**src/rtl/gpio_pkg.sv**
```systemverilog
package gpio_pkg;
  typedef enum logic [1:0] {
    SEL_DIR  = 2'd0,
    SEL_LAT  = 2'd1,
    SEL_PIN  = 2'd2,
    SEL_NONE = 2'd3
  } gpio_sel_e;
endpackage

```
**src/rtl/gpio_dir_reg.sv**
```systemverilog
module gpio_dir_reg #(
  parameter int W = 8,
  parameter logic [W-1:0] IMPL_MASK = '1
) (
  input  logic         clk,
  input  logic         por_n,
  input  logic         rst_n,
  input  logic         wr_en,
  input  logic [W-1:0] wdata,
  output logic [W-1:0] dir_q
);
  always_ff @(posedge clk) begin
    if (!por_n || !rst_n) dir_q <= IMPL_MASK;
    else if (wr_en)       dir_q <= wdata & IMPL_MASK;
  end
endmodule

```
**src/rtl/gpio_latch_reg.sv**
```systemverilog
module gpio_latch_reg #(
  parameter int W = 8,
  parameter logic [W-1:0] IMPL_MASK = '1,
  parameter logic [W-1:0] LAT_POR_VAL = '0
) (
  input  logic         clk,
  input  logic         por_n,
  input  logic         rst_n,
  input  logic         wr_en,
  input  logic [W-1:0] wdata,
  output logic [W-1:0] lat_q
);
  localparam logic [W-1:0] PorVal = LAT_POR_VAL & IMPL_MASK;
  always_ff @(posedge clk) begin
    if (!por_n)               lat_q <= PorVal;
    else if (rst_n && wr_en)  lat_q <= wdata & IMPL_MASK;
  end
endmodule

```
**src/rtl/gpio_sync.sv**
```systemverilog
module gpio_sync #(
  parameter int W = 8,
  parameter int STAGES = 2
) (
  input  logic         clk,
  input  logic         clr_n,
  input  logic [W-1:0] d,
  output logic [W-1:0] q
);
  logic [W-1:0] stg [STAGES];
  for (genvar i = 0; i < STAGES; i++) begin : g_stage
    always_ff @(posedge clk) begin
      if (!clr_n) stg[i] <= '0;
      else if (i == 0) stg[i] <= d;
      else stg[i] <= stg[(i == 0) ? 0 : i-1];
    end
  end
  assign q = stg[STAGES-1];
endmodule

```
**src/rtl/gpio_port8.sv**
```systemverilog
module gpio_port8 #(
  parameter int W = 8,
  parameter logic [W-1:0] IMPL_MASK = '1,
  parameter logic [W-1:0] LAT_POR_VAL = '0,
  parameter int SYNC_STAGES = 2
) (
  input  logic         clk,
  input  logic         por_n,
  input  logic         rst_n,
  input  logic [1:0]   bus_addr,
  input  logic         bus_we,
  input  logic [W-1:0] bus_wdata,
  output logic [W-1:0] bus_rdata,
  input  logic [W-1:0] pad_in,
  output logic [W-1:0] pad_out,
  output logic [W-1:0] pad_oe
);
  import gpio_pkg::*;

  gpio_sel_e    sel;
  logic         dir_wr, lat_wr;
  logic [W-1:0] dir_q, lat_q, pin_q;

  assign sel    = gpio_sel_e'(bus_addr);
  assign dir_wr = bus_we && (sel == SEL_DIR);
  assign lat_wr = bus_we && ((sel == SEL_LAT) || (sel == SEL_PIN));

  gpio_dir_reg #(.W(W), .IMPL_MASK(IMPL_MASK)) u_dir (
    .clk(clk), .por_n(por_n), .rst_n(rst_n),
    .wr_en(dir_wr), .wdata(bus_wdata), .dir_q(dir_q)
  );

  gpio_latch_reg #(.W(W), .IMPL_MASK(IMPL_MASK), .LAT_POR_VAL(LAT_POR_VAL)) u_lat (
    .clk(clk), .por_n(por_n), .rst_n(rst_n),
    .wr_en(lat_wr), .wdata(bus_wdata), .lat_q(lat_q)
  );

  gpio_sync #(.W(W), .STAGES(SYNC_STAGES)) u_sync (
    .clk(clk), .clr_n(por_n && rst_n), .d(pad_in), .q(pin_q)
  );

  assign pad_oe  = ~dir_q & IMPL_MASK;
  assign pad_out = lat_q & pad_oe;

  always_comb begin
    unique case (sel)
      SEL_DIR:  bus_rdata = dir_q & IMPL_MASK;
      SEL_LAT:  bus_rdata = lat_q & IMPL_MASK;
      SEL_PIN:  bus_rdata = pin_q & IMPL_MASK;
      default:  bus_rdata = '0;
    endcase
  end
endmodule

```
**config.mk**
```make
export PLATFORM = sky130hd
export DESIGN_NAME = gpio_port8
export DESIGN_NICKNAME = d
export VERILOG_FILES = /design/src/rtl/gpio_pkg.sv /design/src/rtl/gpio_dir_reg.sv /design/src/rtl/gpio_latch_reg.sv /design/src/rtl/gpio_sync.sv /design/src/rtl/gpio_port8.sv
export SDC_FILE = /design/constraint.sdc
export NUM_CORES = 1
export LEC_CHECK = 0
export ABC_AREA = 1
export BUFFER_PORTS_ARGS = -buffer_cell sky130_fd_sc_hd__buf_2
export CAP_MARGIN = 0
export CORE_UTILIZATION = 44
export CTS_BUF_LIST = sky130_fd_sc_hd__clkbuf_4 sky130_fd_sc_hd__clkbuf_8 sky130_fd_sc_hd__clkbuf_16
export DETAILED_ROUTE_END_ITERATION = 10
export HOLD_SLACK_MARGIN = 0.06
export PLACE_DENSITY = 0.77
export SLEW_MARGIN = 20
export SYNTH_ARGS = -nofsm -noshare
export SYNTH_HDL_FRONTEND = slang
export SYNTH_SLANG_ARGS = --single-unit
```
**constraint.sdc**
```tcl
create_clock -name clk -period 0.9 [get_ports clk]
set_clock_uncertainty 0.1 [all_clocks]
set_input_delay 0.045 -clock clk [delete_from_list [all_inputs] [get_ports clk]]
set_output_delay 0.045 -clock clk [all_outputs]
set_load 0.01 [all_outputs]
```
==> results_dict.tcl <==
set metrics [dict create \
    status "complete, but fails checks" \
    grt_max_degree 17 \
    antenna_found_initial 0 \
    p_clk_share_pct 35.5 \
    start_kind "flop" \
    setup_viol 24 \
    dp_hpwl_microns 2260 \
    first_global_vias 1343 \
    power.switching_mw 0.763 \
    drc 0 \
    grt_pass1_wl_microns 5750 \
    design_area_sq_um 2190 \
    crit_start "u_dir.dir_q[2]$_SDFFE_PN1P_" \
    setup_slack_ns -0.317 \
    cts_hold_buf 17 \
    final.fill_count 261 \
    cts_sinks 32 \
    synth-seq-cells 32 \
    diodes 0 \
    drive_above_1_share_pct 42.4 \
    wl_met3_microns 296 \
    track_usage_pct 23.1 \
    start_util_pct 46.1 \
    hold_violations 0 \
    yosysTopAreaCell "dfxtp_1" \
    period_share_pct 135 \
    clk_pin_slew_worst_paths_ns 0.09 \
    syn_to_final_growth_pct 55.2 \
    ys_types 13 \
    seqPwrFrac_pct 48.7 \
    drtIter0Drc 75 \
    placed_cells 305 \
    cpLargestDelayFamily "flip-flops" \
    cp_num_buf_inv 2 \
    overflow 0 \
    critPathMostFrequentCell "nand2_1" \
    post_drt_wl_per_cell_microns 10.7 \
    cp_slowest_cell "dfxtp_2" \
    pre_cts_slack_ns -0.235 \
    vias_per_cell 4.45 \
    placed_cell_area_sq_um 1750 \
    r2r_slack_ns 0.02 \
    path_class "reg2out" \
    fmax_ghz 0.821 \
    routed_wl_microns 3570 \
    yosys-top-cells-area "dfxtp_1 45%, nand2_1 17%, inv_1 12%, nor2_1 11%, nand3_1 5.7%" \
    drt-met1-wl_microns 1510 \
    row_count 20 \
    r2r_start "u_dir.dir_q[4]$_SDFFE_PN1P_" \
    gp_congestion 0.861 \
    synthCells 210 \
    vias 1476 \
    port_buffers 45 \
    h-tree-depth 2 \
    firstDrtPassIters 4 \
    pwr-share-comb_pct 15.8 \
    core_sq_um 3050 \
    period_needed_ns 1.22 \
    min-delay-start "por_n" \
    yosys-top-cells-count "62 x nand2_1, 44 x inv_1, 40 x nor2_1, 32 x dfxtp_1, 16 x nand3_1" \
    power.density_nw_per_um2 1410 \
    ys_async_sr_fraction_pct 0 \
    critPathMaxFanout 2 \
    synth_nets 236 \
    clockRootBuffer "clkbuf_4" \
    die_h_microns 58.6 \
    power_leakage_nw 1.22 \
    hp-class "in2reg" \
    cp_cell_sequence "nand2_1 > nand3_2 > nand2_1 > inv_1 > buf_2" \
    numCtsBuffers 5 \
    yosysMostFrequentCell "nand2_1" \
    intPower_mw 2.32 \
    ys_seq_area_share_pct 45.5 \
    cts_tree "built" \
    slew_viol_final 0 \
    drv_cap 0 \
    critPathArrivalTime_ns 1.07 \
    synth-edff-count 0 \
    clock_latency_ns 0.34 \
    total_power_mw 3.08 \
    final_util_pct 71.6 \
    cts_buffer_depth 2 \
    timing.slew.headroom_pct 85.6 \
    yosysWarnings 0 \
    ys.flop_type "dfxtp_1" \
    dr_wl_met2_microns 1690 \
    antenna_left 0 \
    ios 46 \
    route.top_layer_used "met4" \
    required_ns 0.75 \
    violations "negative setup slack" \
    fp.dieW_microns 58.6 \
    ir_drop_mv 0.962 \
    tightest_slew_ns 0.216 \
    final_cells 332 \
    fin_nets 313 \
    rsz0062_at_grt "true" \
    postSynthAreaPerCell_sq_um 6.71 \
    mappedNetlistArea_sq_um 1410 \
    yosysTopAreaCellShare_pct 45.5 \
    max_stage_delay_ns 0.33 \
    swShare_pct 24.8 \
    worst_setup_path_end_kind "output pin" \
    die_area_sq_um 3430 \
]
[metal layers]
metal,track usage [%],up-vias
li1,-,758
met1,27.1,647
met2,38.8,63
met3,7.47,8
met4,10.2,0
met5,0,-
[power groups by stage]
stage,clock (mW),combinational (mW),sequential [mW]
finish,1.09,0.487,1.50
global route,1.19,0.541,1.50
detailed placement,0,0.386,1.52
global placement,0,0.381,1.52
floorplan,0,0.231,1.52
CTS,1.11,0.461,1.49
[state kept, by name (all words and copies together), names as in the netlist]
| name | count |
|---|---|
| u_dir.dir_q | 8 |
| u_lat.lat_q | 8 |
| u_sync.stg | 16 |
[per-stage QoR]
step | hold slack (ns) | setup TNS (ns)
floorplan | 0.0572 | 0
global placement | 0.159 | -3.39
detailed placement | 0.164 | -4.06
CTS | 0.00366 | -5.94
global route | -0.00524 | -6.65
finish | 0.00913 | -5.21
[placed cells by master (no fill, tap or decap), types with 2 or more instances in the layout]
cell / n
nor2_1: 36
inv_2: 11
nand2_1: 57
dfxtp_1: 10
buf_2: 36
inv_1: 32
buf_6: 17
nor2_4: 2
clkbuf_4: 6
dlygate4sd3_1: 16
nand3_2: 3
nand3_1: 13
dfxtp_2: 22
buf_4: 7
ha_1: 2
nor2_2: 2
nand2_2: 8
[worst paths after layout]
| path | to | cells past startpoint |
|---|---|---|
| setup / recovery | bus_rdata[2] | 5 |
| hold / removal | u_lat.lat_q[3]$_SDFFE_PN0P_ | 4 |
| setup reg to reg | u_dir.dir_q[4]$_SDFFE_PN1P_ | 4 |
| hold reg to reg | u_sync.stg[1][0]$_SDFF_PN0_ | 2 |
[repair_timing]
item / 4_1_cts / 5_1_grt
resized for setup: 33 / 32
pin swaps: 8 / 10
endpoints found under the hold margin: 31 / 14
buffers inserted: 3 / 0
endpoints found under the setup margin: 24 / 48
[worst register-to-register path: cells and delay by family, from the launching register on]
family / cells / cell delay [ns]
and+or+nand+nor: 2 / 0.12
buffers and inverters: 2 / 0.21
DFF: 1 / 0.35
[cell families after synthesis]
kind of cell  after synthesis  synth area share (%)
buf+inv                    51                  15.1
flops                      32                  45.5
simple gates              123                  35.9
fa+ha+maj                   4                  3.55
[final cells by class]
cell class	count	area, sq um	share of cell area, %
clock buffers	6	45.0	2.06
clock inverters	2	35.0	1.60
inverters	45	175	8.01
multi-input cells	127	623	28.5
flip-flops and latches	32	668	30.6
well taps	44	55.1	2.52
repair buffers	76	584	26.7
Note: power is estimated with default switching activity, not from simulation.
